File: src/rtl/bcq_pkg.sv
package bcq_pkg;
  localparam int unsigned STAT_W = 3;
  localparam int unsigned N_OPS  = 7;

  typedef enum logic [2:0] {
    OP_INTA  = 3'd0,
    OP_IORD  = 3'd1,
    OP_IOWR  = 3'd2,
    OP_FETCH = 3'd3,
    OP_HALT  = 3'd4,
    OP_MRD   = 3'd5,
    OP_MWR   = 3'd6
  } op_e;

  localparam logic [STAT_W-1:0] ILLEGAL_CODE = 3'b001;

  // Status code that selects each operation, indexed by op_e
  function automatic logic [STAT_W-1:0] op_code(input int unsigned idx);
    case (idx)
      0:       op_code = 3'b000;
      1:       op_code = 3'b010;
      2:       op_code = 3'b011;
      3:       op_code = 3'b100;
      4:       op_code = 3'b101;
      5:       op_code = 3'b110;
      default: op_code = 3'b111;
    endcase
  endfunction

  function automatic logic is_mem_data(input logic [STAT_W-1:0] s);
    is_mem_data = (s[2:1] == 2'b11);
  endfunction
endpackage

File: src/rtl/bcq_phase_gen.sv
module bcq_phase_gen (
  input  logic clk2_i,
  input  logic rst_ni,
  output logic phase_o
);
  logic phase_q;

  // Reset leaves phase high so the first edge after release is a sample edge
  always_ff @(posedge clk2_i or negedge rst_ni) begin
    if (!rst_ni) phase_q <= 1'b1;
    else         phase_q <= ~phase_q;
  end

  assign phase_o = phase_q;

  p_phase_toggle_r1: assert property (@(posedge clk2_i) disable iff (!rst_ni)
    1'b1 |=> (phase_q != $past(phase_q)));
endmodule

File: src/rtl/bcq_status_decode.sv
module bcq_status_decode
  import bcq_pkg::*;
(
  input  logic              clk2_i,
  input  logic              rst_ni,
  input  logic              sample_i,
  input  logic [STAT_W-1:0] status_i,
  input  logic              lock_i,
  output logic              start_o,
  output logic              valid_o,
  output logic [N_OPS-1:0]  type_o,
  output logic              locked_o,
  output logic              error_o
);
  logic             illegal;
  logic [N_OPS-1:0] hit;
  logic             valid_q, locked_q, error_q;
  logic [N_OPS-1:0] type_q;

  assign illegal = (status_i == ILLEGAL_CODE);
  assign start_o = sample_i && !illegal;

  for (genvar g = 0; g < N_OPS; g++) begin : g_op
    assign hit[g] = (status_i == op_code(g));
    always_ff @(posedge clk2_i or negedge rst_ni) begin
      if (!rst_ni) type_q[g] <= 1'b0;
      else         type_q[g] <= start_o && hit[g];
    end
  end

  always_ff @(posedge clk2_i or negedge rst_ni) begin
    if (!rst_ni) begin
      valid_q  <= 1'b0;
      locked_q <= 1'b0;
      error_q  <= 1'b0;
    end else begin
      valid_q  <= start_o;
      locked_q <= start_o && lock_i && is_mem_data(status_i);
      error_q  <= sample_i && illegal;
    end
  end

  assign valid_o  = valid_q;
  assign type_o   = type_q;
  assign locked_o = locked_q;
  assign error_o  = error_q;

  p_type_onehot_r4: assert property (@(posedge clk2_i) disable iff (!rst_ni)
    valid_o |-> ($countones(type_o) == 1));
  p_type_idle_r4: assert property (@(posedge clk2_i) disable iff (!rst_ni)
    !valid_o |-> (type_o == '0));
  p_valid_pulse_r2: assert property (@(posedge clk2_i) disable iff (!rst_ni)
    valid_o |=> !valid_o);
  p_error_excl_r5: assert property (@(posedge clk2_i) disable iff (!rst_ni)
    error_o |-> !valid_o);
  p_locked_mem_r6: assert property (@(posedge clk2_i) disable iff (!rst_ni)
    locked_o |-> (valid_o && (type_o[OP_MRD] || type_o[OP_MWR])));
endmodule

File: src/rtl/bcq_hold_ctrl.sv
module bcq_hold_ctrl (
  input  logic clk2_i,
  input  logic rst_ni,
  input  logic phase_i,
  input  logic sample_i,
  input  logic start_i,
  input  logic cycle_end_i,
  input  logic hold_i,
  input  logic lock_i,
  output logic busy_o,
  output logic hlda_o
);
  logic busy_q, hlda_q, grant_ok;

  assign grant_ok = hold_i && !busy_q && !lock_i && !sample_i;

  always_ff @(posedge clk2_i or negedge rst_ni) begin
    if (!rst_ni)                       busy_q <= 1'b0;
    else if (start_i)                  busy_q <= 1'b1;
    else if (phase_i && cycle_end_i)   busy_q <= 1'b0;
  end

  always_ff @(posedge clk2_i or negedge rst_ni) begin
    if (!rst_ni) hlda_q <= 1'b0;
    else if (phase_i) begin
      if (hlda_q && !hold_i)       hlda_q <= 1'b0;
      else if (!hlda_q && grant_ok) hlda_q <= 1'b1;
    end
  end

  assign busy_o = busy_q;
  assign hlda_o = hlda_q;

  p_grant_idle_r8: assert property (@(posedge clk2_i) disable iff (!rst_ni)
    $rose(hlda_o) |-> $past(hold_i && !lock_i && !busy_o));
  p_grant_held_r9: assert property (@(posedge clk2_i) disable iff (!rst_ni)
    (hlda_o && hold_i) |=> hlda_o);
  p_start_busy_r7: assert property (@(posedge clk2_i) disable iff (!rst_ni)
    start_i |=> busy_o);
endmodule

File: src/rtl/bus_cycle_qualifier.sv
module bus_cycle_qualifier
  import bcq_pkg::*;
(
  input  logic              clk2_i,
  input  logic              rst_ni,
  input  logic              ads_ni,
  input  logic [STAT_W-1:0] status_i,
  input  logic              lock_i,
  input  logic              cycle_end_i,
  input  logic              hold_i,
  output logic              phase_o,
  output logic              valid_o,
  output logic [N_OPS-1:0]  type_o,
  output logic              locked_o,
  output logic              error_o,
  output logic              busy_o,
  output logic              hlda_o
);
  logic sample, start;

  bcq_phase_gen i_phase (
    .clk2_i (clk2_i),
    .rst_ni (rst_ni),
    .phase_o(phase_o)
  );

  // Strobe is only meaningful in the high phase and while this side owns the bus
  assign sample = phase_o && !ads_ni && !hlda_o;

  bcq_status_decode i_dec (
    .clk2_i  (clk2_i),
    .rst_ni  (rst_ni),
    .sample_i(sample),
    .status_i(status_i),
    .lock_i  (lock_i),
    .start_o (start),
    .valid_o (valid_o),
    .type_o  (type_o),
    .locked_o(locked_o),
    .error_o (error_o)
  );

  bcq_hold_ctrl i_hold (
    .clk2_i     (clk2_i),
    .rst_ni     (rst_ni),
    .phase_i    (phase_o),
    .sample_i   (sample),
    .start_i    (start),
    .cycle_end_i(cycle_end_i),
    .hold_i     (hold_i),
    .lock_i     (lock_i),
    .busy_o     (busy_o),
    .hlda_o     (hlda_o)
  );

  p_valid_phase_r2: assert property (@(posedge clk2_i) disable iff (!rst_ni)
    (valid_o || error_o) |-> !phase_o);
  p_strobe_high_ignored_r3: assert property (@(posedge clk2_i) disable iff (!rst_ni)
    ads_ni |=> (!valid_o && !error_o && !locked_o));
  p_granted_ignored_r11: assert property (@(posedge clk2_i) disable iff (!rst_ni)
    hlda_o |=> (!valid_o && !error_o));
endmodule

File: config.mk
export PLATFORM = sky130hd
export DESIGN_NAME = bus_cycle_qualifier
export DESIGN_NICKNAME = d
export VERILOG_FILES = /design/src/rtl/bcq_pkg.sv /design/src/rtl/bcq_phase_gen.sv /design/src/rtl/bcq_status_decode.sv /design/src/rtl/bcq_hold_ctrl.sv /design/src/rtl/bus_cycle_qualifier.sv
export SDC_FILE = /design/constraint.sdc
export NUM_CORES = 1
export LEC_CHECK = 0
export BUFFER_PORTS_ARGS = -buffer_cell sky130_fd_sc_hd__buf_4
export CAP_MARGIN = 20
export CELL_PAD_IN_SITES_DETAIL_PLACEMENT = 1
export CELL_PAD_IN_SITES_GLOBAL_PLACEMENT = 1
export CORE_MARGIN = 1.5
export CORE_UTILIZATION = 32
export CTS_CLUSTER_DIAMETER = 200
export CTS_CLUSTER_SIZE = 30
export DETAILED_ROUTE_END_ITERATION = 16
export PLACE_DENSITY = 0.81
export RECOVER_POWER = 25
export SYNTH_ARGS = -nofsm -noshare
export SYNTH_HDL_FRONTEND = slang
export SYNTH_SLANG_ARGS = --single-unit
File: constraint.sdc
create_clock -name clk2_i -period 1.55 [get_ports clk2_i]
set_input_delay 0.31 -clock clk2_i [delete_from_list [all_inputs] [get_ports clk2_i]]
set_output_delay 0.31 -clock clk2_i [all_outputs]
set_load 0.1 [all_outputs]
==> qor.txt <==
Most common cell after layout, fill and taps aside: buf_4
Period minus WS final: 1.517 ns
Setup CP Type: reg -> out
Crit path DAT: 1.21 ns
Layout Nets: 71
Die height: 41.24 um
Slew Viols, Final: 0
Sequential cell area: 331.6 sq um
Post-synthesis compound-gate area fraction: 5.882%
CTS tree: done
DRC viols: 0
Ys Warns: 0
Sequential share of the synthesized area: 69.79%
H-tree depth: 1
Syn Nets: 44
Number of top-level pins: 22
Initial antenna violation count: 0
Tcrit/Tclk final: 97.90%
CTS clk-pin slew, worst paths: 0.07 ns
DR vias/cell: 4.763
Worst-Margin Slew: 0.6761 ns
PostCTS Resize Cnt: 0
CTS Buf Count: 3
Iteration-0 DRC Markers: 7
Antenna viol nets, final: 0
CP max stage cell: dfstp_4
Post-synthesis mux area share: 0%
Maximum clock frequency: 0.6590 GHz
Syn Inst Count: 35
CTS Buffer Depth: 2
Top FF cell, synth: dfrtp_1
Most frequent cells in the layout: buf_4, dfrtp_1, nor2_1
First-pass GRT wire length: 1.683 mm
Power Density: 955.3 nW/um^2
Post-Synth XOR/XNOR Area: 0%
Area growth syn-to-layout: 45.72%
Synth Area in Adders: 0%
Full die area: 1701 sq um
Post-Syn Area: 467.9 sq um
CTS sink cnt: 13
Final RePlAce weighted congestion: 0.6255
CP peak stage delay: 0.64 ns
Setup Skew: 0.002824 ns
DRT Pass-1 Iters: 3
Port buffer count: 21
Multi-input logic area: 137.6 sq um
Fillcell total: 152
Post-synth top area cell: dfrtp_1
EDFF count, synth: 0
Vias in the first global route: 378
Total power draw: 0.0006514 W
Synth Area per Inst: 13.37 sq um
Synth area leaders: dfrtp_1, dfstp_2, nor2_1
Crit path launch type: flop
Slew HR: 54.93%
Async S/R FF share, synth: 100.0%
Vias: 362
Layout cells sized above 1: 45.90%
Finished Cell Area: 681.9 sq um
Reg2Reg Setup Slack: 0.22 ns
Peak supply drop: 0.4727 mV
Setup violators final: 0
CP endpoint kind: output pin
Crit-path cells: buf_4
WL per Instance: 12.29 um
DP Area: 649.4 sq um
Setup TNS Final: 0 ns
GRT Residual Overflow: 0
Endpoints failing hold: 0
Synth top area share: 64.17%
Critical Path RT: 1.24 ns
Distinct cells, synth: 16
CTS root buffer: clkbuf_4
Antenna Cells: 0
Die Span X: 41.24 um
Critical path fanouts, max: 6
RSZ-0062 raised after global routing: no
Static leakage: 0.3570 nW
Largest net degree at the start of global routing: 14
Standard-cell rows: 13
Initial Util: 35.08%
Min-Delay Path Class: in -> reg
FF+latch count, synth: 13
Max Cap Viol: 0
Outcome: finished, final reports clean
Total Routed Length: 934 um
Largest family of logic cells by synthesized area: simple AND/OR/NAND/NOR gates
Simple-Gate Fraction of Synth Area: 23.53%
Clk_lat worst skew: 0.27 ns
Post-CTS setup buffers: 0
WP buf/inv: 1
GRT Overall Usage: 15.86%
Critical path's top delay family: flip-flops
Hold slack: 0.2229 ns
Final core occ: 51.13%
Core area: 1334 sq um
cell type report:
cell class	count	area share (%)
Inverter	1	0.5505
Sequential cell	13	48.62
Tap cell	15	2.752
Clock buffer	4	3.853
Multi-Input combinational cell	21	20.18
Timing Repair Buffer	22	24.04
layer usage:
| metal | up-vias | track usage [%] | part of all wire [%] |
|---|---|---|---|
| li1 | 173 | - | - |
| met4 | 0 | 7.258 | 1.8 |
| met5 | - | 0 | 0 |
| met3 | 2 | 3.804 | 8.5 |
| met2 | 19 | 25.39 | 47 |
| met1 | 168 | 20.00 | 43 |
kinds of logic after synthesis:
family | after synthesis
flops | 13
simple gates | 18
compound gates | 3
buf+inv | 1
cells in the mapped netlist, types with 2 or more instances:
| cell type | count |
|---|---|
| dfrtp_1 | 12 |
| nand2_1 | 2 |
| nand2b_1 | 2 |
| nor2_1 | 7 |
through the flow:
stage | worst slack (ns) | instances
2_1_floorplan | 0.06591 | 35
6_report | 0.03256 | 76
5_1_grt | 0.004631 | 76
4_1_cts | 0.02704 | 76
3_5_place_dp | 0.2197 | 71
3_3_place_gp | 0.2641 | 71
flip-flops by register name, indices dropped and copies added (netlist names):
signal	cells
i_dec.error_o	1
i_hold.hlda_o	1
i_dec.valid_o	1
i_dec.locked_o	1
i_dec.type_o	7
i_hold.busy_o	1
i_phase.phase_o	1
what timing repair did:
action,in CTS,in global routing
endpoints found under the hold margin,12,0
hold buffers,1,0
setup endpoints to repair,0,0
path summary, 6_finish.rpt:
path                                 start         endpoint  depth (start not counted)
setup reg to reg           i_phase.phase_o  i_dec.type_o[2]                          2
min in group asynchronous           rst_ni  i_dec.type_o[5]                          2
max in group asynchronous           rst_ni    i_hold.hlda_o                          2
hold reg to reg              i_hold.hlda_o    i_dec.valid_o                          1
setup / recovery           i_phase.phase_o          phase_o                          1
hold / removal                 status_i[0]  i_dec.type_o[0]                          2
power by group:
part / switching, W / internal [W] / total [W] / leakage [nW]
combinational: 0.0000608 / 0.0000335 / 0.0000943 / 0.168
sequential: 0.00000481 / 0.000344 / 0.000349 / 0.174
clock: 0.000108 / 0.0000998 / 0.000208 / 0.0150
Note: power is estimated with default switching activity, not from simulation.
